File: config.mk
export PLATFORM = sky130hd
export DESIGN_NAME = sfl_read_engine
export DESIGN_NICKNAME = d
export VERILOG_FILES = /design/src/rtl/sfl_pkg.sv /design/src/rtl/sfl_cfg_bank.sv /design/src/rtl/sfl_frame_dec.sv /design/src/rtl/sfl_tx_bit.sv /design/src/rtl/sfl_read_engine.sv
export SDC_FILE = /design/constraint.sdc
export NUM_CORES = 1
export LEC_CHECK = 0
export BUFFER_PORTS_ARGS = -buffer_cell sky130_fd_sc_hd__buf_2
export CORE_MARGIN = 2
export CORE_UTILIZATION = 52
export DETAILED_ROUTE_END_ITERATION = 16
export PLACE_DENSITY = 0.75
export SKIP_LAST_GASP = 1
export SYNTH_ARGS = -nofsm -noshare
export SYNTH_HDL_FRONTEND = slang
export SYNTH_SLANG_ARGS = --single-unit
File: constraint.sdc
create_clock -name clk -period 4 [get_ports clk]
set_clock_uncertainty 0.1 [all_clocks]
set_input_delay 0.8 -clock clk [delete_from_list [all_inputs] [get_ports clk]]
set_output_delay 0.8 -clock clk [all_outputs]
set_load 0.05 [all_outputs]
File: src/rtl/sfl_pkg.sv
package sfl_pkg;

   typedef enum logic [1:0] {
      CMD_PLAIN  = 2'd0,
      CMD_FAST   = 2'd1,
      CMD_PROG   = 2'd2,
      CMD_MANUAL = 2'd3
   } cmd_mode_e;

   // control word after reset: plain read, opcode 0x03, 3-byte address
   localparam logic [31:0] CTL_RESET = 32'h0003_0000;

   // longest frame: opcode + 4 address + 7 dummy + 4 data bytes
   localparam int MAX_FRAME_BYTES = 16;

   typedef struct packed {
      logic [7:0] opcode;
      logic       wide;
      logic [2:0] dummy;
      logic       lsb;
      logic       cpol;
   } frame_t;

endpackage

File: src/rtl/sfl_cfg_bank.sv
module sfl_cfg_bank #(
   parameter int NUM_CS = 3,
   parameter int CSW    = 2
) (
   input  logic                 clk,
   input  logic                 rst_n,
   input  logic                 cfg_we,
   input  logic [CSW-1:0]       cfg_idx,
   input  logic [31:0]          cfg_wdata,
   input  logic                 wide_we,
   input  logic [NUM_CS-1:0]    wide_wdata,
   output logic [NUM_CS*32-1:0] ctl_flat,
   output logic [NUM_CS-1:0]    wide_q
);
   import sfl_pkg::*;

   for (genvar g = 0; g < NUM_CS; g++) begin : g_word
      logic [31:0] word_q;
      always_ff @(posedge clk or negedge rst_n) begin
         if (!rst_n)
            word_q <= CTL_RESET;
         else if (cfg_we && cfg_idx == CSW'(g))
            word_q <= cfg_wdata;
      end
      assign ctl_flat[g*32 +: 32] = word_q;
   end

   always_ff @(posedge clk or negedge rst_n) begin
      if (!rst_n)
         wide_q <= '0;
      else if (wide_we)
         wide_q <= wide_wdata;
   end

endmodule

File: src/rtl/sfl_frame_dec.sv
module sfl_frame_dec #(
   parameter int NUM_CS = 3,
   parameter int CSW    = 2
) (
   input  logic [NUM_CS*32-1:0] ctl_flat,
   input  logic [NUM_CS-1:0]    wide_q,
   input  logic [CSW-1:0]       sel,
   output sfl_pkg::frame_t      frame,
   output logic                 serve
);
   import sfl_pkg::*;

   logic [31:0] word;
   logic        wide_bit;
   logic        in_range;
   cmd_mode_e   mode;

   always_comb begin
      word     = CTL_RESET;
      wide_bit = 1'b0;
      for (int i = 0; i < NUM_CS; i++) begin
         if (sel == CSW'(i)) begin
            word     = ctl_flat[i*32 +: 32];
            wide_bit = wide_q[i];
         end
      end
      in_range     = int'(sel) < NUM_CS;
      mode         = cmd_mode_e'(word[1:0]);
      serve        = in_range && (mode == CMD_PLAIN || mode == CMD_FAST);
      frame.opcode = word[23:16];
      frame.wide   = wide_bit | word[13];
      // the dummy count is split: its top bit sits apart from the other two
      frame.dummy  = (mode == CMD_FAST) ? {word[14], word[7:6]} : 3'd0;
      frame.lsb    = word[5];
      frame.cpol   = word[4];
   end

endmodule

File: src/rtl/sfl_tx_bit.sv
module sfl_tx_bit #(
   parameter int BIT_W = 8
) (
   input  sfl_pkg::frame_t  frame,
   input  logic [31:0]      addr,
   input  logic [BIT_W-1:0] bit_idx,
   output logic             mosi_bit
);
   int         byte_no;
   int         alen;
   logic [7:0] val;
   logic [2:0] pos;

   always_comb begin
      byte_no = int'(bit_idx) / 8;
      alen    = frame.wide ? 4 : 3;
      if (byte_no == 0)
         val = frame.opcode;
      else if (byte_no <= alen)
         val = 8'(addr >> (8 * (alen - byte_no)));
      else
         val = 8'hFF;
      pos      = 3'(bit_idx);
      mosi_bit = frame.lsb ? val[pos] : val[3'd7 - pos];
   end

endmodule

File: src/rtl/sfl_read_engine.sv
module sfl_read_engine #(
   parameter int NUM_CS   = 3,
   parameter int WIN_LOG2 = 26,
   parameter int SCK_DIV  = 4,
   localparam int CSW     = (NUM_CS > 1) ? $clog2(NUM_CS) : 1,
   localparam int REQ_AW  = CSW + WIN_LOG2
) (
   input  logic              clk,
   input  logic              rst_n,
   input  logic              cfg_we,
   input  logic [CSW-1:0]    cfg_idx,
   input  logic [31:0]       cfg_wdata,
   input  logic              wide_we,
   input  logic [NUM_CS-1:0] wide_wdata,
   input  logic              req_valid,
   input  logic [REQ_AW-1:0] req_addr,
   input  logic              req_quad,
   output logic              req_ready,
   output logic [31:0]       req_rdata,
   output logic              sck,
   output logic [NUM_CS-1:0] cs_n,
   output logic              mosi,
   input  logic              miso
);
   import sfl_pkg::*;

   localparam int HALF     = SCK_DIV / 2;
   localparam int DIV_W    = $clog2(SCK_DIV);
   localparam int MAX_BITS = 8 * MAX_FRAME_BYTES;
   localparam int BIT_W    = $clog2(MAX_BITS + 1);

   if (SCK_DIV < 4 || (SCK_DIV % 2) != 0) begin : g_bad_div
      $error("SCK_DIV must be even and at least 4");
   end
   if (WIN_LOG2 < 8 || WIN_LOG2 > 32) begin : g_bad_win
      $error("WIN_LOG2 must lie in 8..32");
   end
   if (NUM_CS < 1) begin : g_bad_cs
      $error("NUM_CS must be at least 1");
   end

   typedef enum logic [1:0] {ST_IDLE, ST_PREP, ST_SHIFT} st_e;

   logic [NUM_CS*32-1:0] ctl_flat;
   logic [NUM_CS-1:0]    wide_q;
   frame_t               fr_live, fr_q;
   logic                 serve_live;
   logic [CSW-1:0]       sel_in, sel_q;
   logic [31:0]          addr_q;
   st_e                  st_q;
   logic [DIV_W-1:0]     div_q;
   logic [BIT_W-1:0]     bit_q, data_start_q, last_bit_q;
   logic [BIT_W-1:0]     ds_live, last_live, tx_idx, d_off;
   logic [4:0]           rd_idx;
   logic                 mosi_nxt;
   logic                 ready_q, sck_q, mosi_q;
   logic [NUM_CS-1:0]    cs_n_q;
   logic [31:0]          rdata_q;

   sfl_cfg_bank #(.NUM_CS(NUM_CS), .CSW(CSW)) u_cfg (
      .clk(clk), .rst_n(rst_n), .cfg_we(cfg_we), .cfg_idx(cfg_idx),
      .cfg_wdata(cfg_wdata), .wide_we(wide_we), .wide_wdata(wide_wdata),
      .ctl_flat(ctl_flat), .wide_q(wide_q)
   );

   assign sel_in = req_addr[REQ_AW-1 -: CSW];

   sfl_frame_dec #(.NUM_CS(NUM_CS), .CSW(CSW)) u_dec (
      .ctl_flat(ctl_flat), .wide_q(wide_q), .sel(sel_in),
      .frame(fr_live), .serve(serve_live)
   );

   always_comb begin
      ds_live   = BIT_W'(8 * (1 + (fr_live.wide ? 4 : 3) + int'(fr_live.dummy)));
      last_live = ds_live + BIT_W'(req_quad ? 31 : 7);
      tx_idx    = (st_q == ST_PREP) ? '0 : bit_q + BIT_W'(1);
      d_off     = bit_q - data_start_q;
      // MSB-first order is the low three index bits reversed: 7-x == x^7
      rd_idx    = 5'(d_off) ^ {2'b00, {3{~fr_q.lsb}}};
   end

   sfl_tx_bit #(.BIT_W(BIT_W)) u_tx (
      .frame(fr_q), .addr(addr_q), .bit_idx(tx_idx), .mosi_bit(mosi_nxt)
   );

   always_ff @(posedge clk or negedge rst_n) begin
      if (!rst_n) begin
         st_q         <= ST_IDLE;
         fr_q         <= '0;
         sel_q        <= '0;
         addr_q       <= '0;
         div_q        <= '0;
         bit_q        <= '0;
         data_start_q <= '0;
         last_bit_q   <= '0;
         ready_q      <= 1'b0;
         sck_q        <= 1'b0;
         mosi_q       <= 1'b0;
         cs_n_q       <= '1;
         rdata_q      <= '0;
      end else begin
         ready_q <= 1'b0;
         unique case (st_q)
            ST_IDLE: begin
               if (req_valid && !ready_q) begin
                  rdata_q <= '0;
                  if (serve_live) begin
                     fr_q         <= fr_live;
                     sel_q        <= sel_in;
                     addr_q       <= 32'(req_addr[WIN_LOG2-1:0]);
                     data_start_q <= ds_live;
                     last_bit_q   <= last_live;
                     sck_q        <= fr_live.cpol;
                     st_q         <= ST_PREP;
                  end else begin
                     ready_q <= 1'b1;
                  end
               end
            end
            ST_PREP: begin
               cs_n_q <= ~(NUM_CS'(1) << sel_q);
               mosi_q <= mosi_nxt;
               div_q  <= '0;
               bit_q  <= '0;
               st_q   <= ST_SHIFT;
            end
            ST_SHIFT: begin
               div_q <= (int'(div_q) == SCK_DIV - 1) ? '0 : div_q + DIV_W'(1);
               if (int'(div_q) == HALF - 1) begin
                  sck_q <= 1'b1;
                  if (bit_q >= data_start_q)
                     rdata_q[rd_idx] <= miso;
               end else if (int'(div_q) == SCK_DIV - 1) begin
                  if (bit_q == last_bit_q) begin
                     cs_n_q  <= '1;
                     sck_q   <= fr_q.cpol;
                     ready_q <= 1'b1;
                     st_q    <= ST_IDLE;
                  end else begin
                     sck_q  <= 1'b0;
                     mosi_q <= mosi_nxt;
                     bit_q  <= bit_q + BIT_W'(1);
                  end
               end else begin
                  sck_q <= (int'(div_q) + 1 >= HALF);
               end
            end
            default: st_q <= ST_IDLE;
         endcase
      end
   end

   assign req_ready = ready_q;
   assign req_rdata = rdata_q;
   assign sck       = sck_q;
   assign cs_n      = cs_n_q;
   assign mosi      = mosi_q;

endmodule

# After elaboration in Yosys (flattened, before gate mapping)
# Cells that the tools add are included.
# classes
n_bitwise	4
shifts	2
reduce_logical	21
n_eq_ne	18
n_mul	0
magnitude_cmp	8
div	0
mux	57
addsub	9
# op_table
operator	count
32-bit 2-to-1 mux	3
24-bit 2-to-1 mux	3
32-bit one-hot mux with 2 select lines	1
8-bit 2-to-1 mux	6
32-bit bitwise mux	1
6-bit by 32-bit <= comparator with 1-bit output	1
32-bit logical NOT	1
26-bit by 32-bit right shift with 8-bit output	1
29-bit by 6-bit subtractor with 29-bit output	1
1-bit 2-to-1 mux	20
3-bit 2-to-1 mux	6
2-bit != test (second input constant)	8
8-bit one-hot mux with 2 select lines	1
2-bit 2-to-1 mux	6
4-bit AND reduction	3
2-bit by 1-bit == test with 1-bit output (second input constant)	5
8-bit by 1-bit adder with 8-bit output (second input constant)	1
8-bit by 5-bit adder with 8-bit output	1
2-bit == test (second input constant)	4
8-bit == test	1
8-bit greater-or-equal comparator	1
2-bit logical NOT	4
3-bit by 4-bit less-than comparator with 1-bit output (second input constant)	2
1-bit binary-select mux with 3-bit select	2
27 further kinds	36
# word_totals
ram_bits	0
regBits	177
word_cells	139
mem_count	0
latchBits	0
out_inout_bits	38
rom_bits	0

# Depth between registers and ports, before layout
# logic_depth
depth_word	13
ltp_mapped	19

# By module
# From an unflattened synthesis, not the netlist that was laid out.
# hier_totals
cells_unflattened	803
hier_area_um2	9898.2
# by_module_without_submodules
mod	area_per_inst_um2	cells_each	instances
sfl_read_engine	5182.5	475	1
sfl_cfg_bank	3742.3	210	1
sfl_tx_bit	578.1	60	1
sfl_frame_dec	395.4	58	1

# Least setup slack after synthesis
# Ideal clock, no wire load.
# synth_timing
kind	register -> register
start	register st_q[1]
end	register mosi_q, in the netlist mosi
setup_slack_ps	-86
n_path_buf	1
path_stages_with_launch	19
synth_period_minus_slack_ps	4086
arrival_time_ps	3919
setup_time_ps	67
path_cell_list	dfrtp_1 > inv_1 > ha_1 > clkbuf_1 > nor2_1 > ha_1 > fa_1 > nor2b_1 > nor2_1 > nor2_1 > ha_1 > nor2b_1 > o221ai_1 > or2_2 > mux4_2 > o41ai_1 > nor2_1 > a211oi_1 > a221o_1
# synth_between
elab_chain_cells	13
word_cells_on_any_way	24
# synth_lines
item	line	rtl
start, declared	sfl_read_engine.sv:50	st_e st_q;
start signal, assigned	sfl_read_engine.sv:88	st_q <= ST_IDLE;
start signal, assigned	sfl_read_engine.sv:114	st_q <= ST_PREP;
start signal, assigned	sfl_read_engine.sv:125	st_q <= ST_SHIFT;
2-bit by 1-bit == test with 1-bit output	sfl_read_engine.sv:76, sfl_read_engine.sv:103	
8-bit 2-to-1 mux	sfl_read_engine.sv:76	tx_idx = (st_q == ST_PREP) ? '0 : bit_q + BIT_W'(1);
29-bit by 6-bit subtractor with 29-bit output	sfl_tx_bit.sv:20	val = 8'(addr >> (8 * (alen - byte_no)));
26-bit by 32-bit right shift with 8-bit output	sfl_tx_bit.sv:20	
8-bit 2-to-1 mux	sfl_tx_bit.sv:19	else if (byte_no <= alen)
8-bit 2-to-1 mux	sfl_tx_bit.sv:17	if (byte_no == 0)
1-bit binary-select mux with 3-bit select	sfl_tx_bit.sv:24	mosi_bit = frame.lsb ? val[pos] : val[3'd7 - pos];
1-bit 2-to-1 mux (implied by the code)	sfl_tx_bit.sv:24	
1-bit 2-to-1 mux	sfl_tx_bit.sv:24	
1-bit 2-to-1 mux	sfl_read_engine.sv:134	if (bit_q == last_bit_q) begin
1-bit 2-to-1 mux	sfl_read_engine.sv:133	end else if (int'(div_q) == SCK_DIV - 1) begin
1-bit 2-to-1 mux	sfl_read_engine.sv:129	if (int'(div_q) == HALF - 1) begin
1-bit one-hot mux with 2 select lines	sfl_read_engine.sv:103	unique case (st_q)
end signal, assigned	sfl_read_engine.sv:122	mosi_q <= mosi_nxt;
end signal, assigned	sfl_read_engine.sv:141	mosi_q <= mosi_nxt;
end, declared	sfl_read_engine.sv:56	logic ready_q, sck_q, mosi_q;
# Several ways; a longest one is shown, not always the timed one. The select of a mux whose other input is x is not followed.
# A chain may end at the register's enable or synchronous reset.

# Worst setup path in the final report
# layout_timing
start	register bit_q[1]
end	register mosi_q, in the netlist mosi
# layout_between
elab_chain_cells	13
word_cells_on_any_way	21
# layout_lines
item	line	rtl
start, declared	sfl_read_engine.sv:52	logic [BIT_W-1:0] bit_q, data_start_q, last_bit_q;
start signal, assigned	sfl_read_engine.sv:142	bit_q <= bit_q + BIT_W'(1);
8-bit by 1-bit adder with 8-bit output	sfl_read_engine.sv:76	
8-bit 2-to-1 mux	sfl_read_engine.sv:76	
29-bit by 6-bit subtractor with 29-bit output	sfl_tx_bit.sv:20	
26-bit by 32-bit right shift with 8-bit output	sfl_tx_bit.sv:20	
8-bit 2-to-1 mux	sfl_tx_bit.sv:19	
8-bit 2-to-1 mux	sfl_tx_bit.sv:17	
1-bit binary-select mux with 3-bit select	sfl_tx_bit.sv:24	
1-bit 2-to-1 mux (implied by the code)	sfl_tx_bit.sv:24	
1-bit 2-to-1 mux	sfl_tx_bit.sv:24	
1-bit 2-to-1 mux	sfl_read_engine.sv:134	
1-bit 2-to-1 mux	sfl_read_engine.sv:133	
1-bit 2-to-1 mux	sfl_read_engine.sv:129	
1-bit one-hot mux with 2 select lines	sfl_read_engine.sv:103	
# Several ways; a longest one is shown, not always the timed one. The select of a mux whose other input is x is not followed.

==> parameters.txt <==
Parameter                              Value

Worst setup path
  FF-to-FF Start    bit_q[1]
  Max Fanout on Critical Path    5
  Startpoint class of the critical path    register
  Launch point of the worst path    bit_q[1]
  Capture point of the critical path    mosi
  Worst R2R Path Depth    18
  Worst Path Required    4.26 ns
  Flop2flop setup slack    0.14 ns
  Kind of critical path    register to register
  Worst endpoint data arrival time    4.12 ns
  Crit end category    register
  Worst reg2reg path endpoint    mosi

Routing
  Routed WL    16.8 mm
  DRC errors left    0
  First-pass iteration count of the detailed router    5
  Met1 WL    7.65 mm
  Met2 layer wire length in the routed design    8.07 mm
  Post-DRT Antenna Nets    0
  Routed wl met3    839 um
  Post-detailed-route via-to-cell ratio    5.58
  Vias    5845
  First DRT Iteration DRCs    420
  Top layer used by detailed routing    met4
  Drt wl/cell    16.1 um

Synth
  Cell Area, Synth    7920 um^2
  Mapped Avg Cell Area    10.7 um^2
  Synth Warn #    0
  Synthesized instance count    740
  FF+latch count, synth    150
  Distinct cell type count of the synthesized netlist    65
  Net count after synthesis    839
  Dominant register cell in the synthesized netlist    sky130_fd_sc_hd__dfrtp_1
  Fraction of registers with async set/reset    100%
  Part of the Yosys area used for sequential elements    47.5%
  Number of enable-type register cells in the synthesized netlist    0

Run
  # Max-Cap Violations    0

Power
  Power Density    628 nW/um^2
  Leakage power figure    4.24 nW
  Peak supply drop    0.000358 V

GRT
  Wire length of the first global-routing pass    28.5 mm
  Total congestion overflow    0
  Aggregate global-route resource usage    21.8%
  Vias in the first global route    5859
  Pin count of the biggest net entering global routing    80
  Number of antenna violations at the first check in global routing    0

Clock network
  Insertion delay to the later sink of the worst-skew pair    0.42 ns
  Inserted Clock Buffers    17
  Clock sink total    150
  Number of levels the H-tree was split into    4
  Clock tree from TritonCTS    yes
  Clock-pin transition on the worst setup and hold timing paths    0.06 ns
  Maximum root-to-sink buffer count    2
  Root buf cell    sky130_fd_sc_hd__clkbuf_16
  Hold buffer count at CTS    0

Placement
  Global placer's final weighted congestion    0.925
  Half-perimeter wire length after detailed placement    11.3 mm
  Pre-CTS worst setup slack    -0.0415 ns
  I/O Buffers    93
  Dpl cell area    8680 um^2

Cells and area
  Area Growth Syn to Fin    19.0%
  Proportion of layout cells with a drive suffix above 1    34.1%
  Number of filler instances in the final layout    1223
  Core utilization of the finished layout    62.7%
  Antenna Diode Count    0
  FF+latch area    3770 um^2
  Area occupied by multi-input gates    3970 um^2
  Net count reported at finish    945
  Finished Cell Area    9430 um^2

Timing
  Maximum achievable frequency    0.259 GHz
  Fin crit share    96.5%
  Worst hold margin    0.271 ns
  Final Hold Viols    0
  Unrepaired setup endpoints after global routing    true
  Fin crit period    3.86 ns
  Number of endpoints failing setup at the final stage    0
  Least-Margin Pin Slew    1.05 ns
  Number of slew-limit violations in the final report    0
  Max transition margin    29.5%
  Slack of the critical path    0.139 ns

Floorplanning
  Starting utilization of the core area    52.7%
  Die outline height    127 um
  Die Wd    127 um
  Count of boundary I/O pins    110
  Floorplan Core Area    15000 um^2
  Site Rows    45
  Total Die Area    16200 um^2

Outcome
  Status    finished, final reports clean

Hold path
  Hold Crit Class    input port to asynchronous set/reset pin
-- metal layers --
metal  vias up  GRT usage (%)
met2       152           35.2
met3        29           5.07
met4         0           6.85
met1      2836           29.5
met5         -              0
li1       2828              -
-- state kept, by name (all words and copies together) (netlist names) --
register / count
u_cfg.g_word.word_q: 48
addr_q: 26
last_bit_q: 6
mosi: 1
cs_n: 3
st_q: 2
req_rdata: 32
sel_q: 2
div_q: 2
sck: 1
req_ready: 1
fr_q: 11
u_cfg.wide_q: 3
data_start_q: 4
bit_q: 8
-- area by class of cell --
type	instances	area share, %
multi-input combinational	521	42.1
sequential	150	39.9
timing repair buffer	127	7.97
clock buffer	21	4.99
tap	188	2.49
clock inverter	11	1.31
inverter	29	1.15
-- timing repair --
action	in CTS	in global routing
gates resized for setup	2	24
pin swaps	0	14
endpoints found under the setup margin	1	1
buffers inserted	0	8
hold endpoints to repair	0	0
-- critical path: stages (launching register included) --
cell                       delay, ns
sky130_fd_sc_hd__dfrtp_1        0.39
sky130_fd_sc_hd__and4_4         0.27
sky130_fd_sc_hd__nand2_4        0.06
sky130_fd_sc_hd__xor2_1         0.15
sky130_fd_sc_hd__or2_4          0.26
sky130_fd_sc_hd__inv_2          0.07
sky130_fd_sc_hd__ha_4           0.19
sky130_fd_sc_hd__nor2b_4        0.13
sky130_fd_sc_hd__nor2_2         0.09
sky130_fd_sc_hd__nor2_1         0.04
sky130_fd_sc_hd__ha_1           0.28
sky130_fd_sc_hd__nor2b_1        0.14
sky130_fd_sc_hd__o221ai_2       0.15
sky130_fd_sc_hd__or2_4          0.25
sky130_fd_sc_hd__mux4_2         0.46
sky130_fd_sc_hd__o41ai_2        0.32
sky130_fd_sc_hd__nor2_1         0.08
sky130_fd_sc_hd__a211oi_1       0.22
sky130_fd_sc_hd__a221o_1        0.16
-- where the power goes --
part / internal [mW] / switching (mW)
logic: 0.874 / 1.24
registers: 1.96 / 0.248
clock network: 0.968 / 0.627
total: 3.80 / 2.12
-- stage by stage --
step	cells	setup TNS (ns)	power, mW
2_1_floorplan	740	0	3.74
3_3_place_gp	1007	-0.00147	4.23
3_5_place_dp	1007	-0.0415	4.29
4_1_cts	1039	0	5.91
5_1_grt	1047	-0.0367	6.30
6_report	1047	0	5.92
-- Yosys cell counts (all sizes together) (11+ instances only) --
| library cell | instances | area [um^2] |
|---|---|---|
| inv | 29 | 109 |
| ha | 24 | 300 |
| nor2 | 40 | 150 |
| buf | 11 | 70.1 |
| a21oi | 26 | 134 |
| nand3 | 11 | 55.1 |
| mux2 | 92 | 1040 |
| dfrtp | 141 | 3530 |
| nand2 | 77 | 289 |
| mux2i | 48 | 480 |
| nor3 | 40 | 200 |
| clkbuf | 29 | 109 |
| o21ai | 45 | 225 |
-- logic make-up after synthesis --
group                    Yosys count  share of synthesized area, %
multiplexers                     143                          20.0
AO/OA/AOI/OAI                    124                          9.90
AND/OR/NAND/NOR                  209                          12.4
adder cells (fa/ha/maj)           27                          4.55
buffers and inverters             69                          3.63
XOR/XNOR                          18                          1.99
flip-flops                       150                          47.5
-- cells in the final DEF (no fill, tap or decap), types with 6 or more instances in the layout --
cell type	n
sky130_fd_sc_hd__dfrtp_1	139
sky130_fd_sc_hd__buf_2	92
sky130_fd_sc_hd__mux2_2	91
sky130_fd_sc_hd__nand2_1	76
sky130_fd_sc_hd__mux2i_1	48
sky130_fd_sc_hd__o21ai_0	42
sky130_fd_sc_hd__nor3_1	40
sky130_fd_sc_hd__nor2_1	39
sky130_fd_sc_hd__buf_4	32
sky130_fd_sc_hd__inv_1	27
sky130_fd_sc_hd__a21oi_1	24
sky130_fd_sc_hd__ha_1	20
sky130_fd_sc_hd__clkbuf_16	17
sky130_fd_sc_hd__nand3_1	10
sky130_fd_sc_hd__xnor2_1	9
sky130_fd_sc_hd__a211oi_1	9
sky130_fd_sc_hd__dfstp_2	9
sky130_fd_sc_hd__xor2_1	8
sky130_fd_sc_hd__nor2b_1	7
sky130_fd_sc_hd__nand3b_1	6
sky130_fd_sc_hd__a22oi_1	6
-- how the worst min path moves through the flow --
stage	slack (ns)	cells past startpoint	endpoint
global route	0.33	1	addr_q[19]
detailed placement	0.37	1	cs_n[2]
global placement	0.36	1	cs_n[2]
finish	0.27	1	addr_q[2]
floorplan	0.33	1	cs_n[2]
CTS	0.30	1	addr_q[3]
Power figures use the tool's default switching activity.
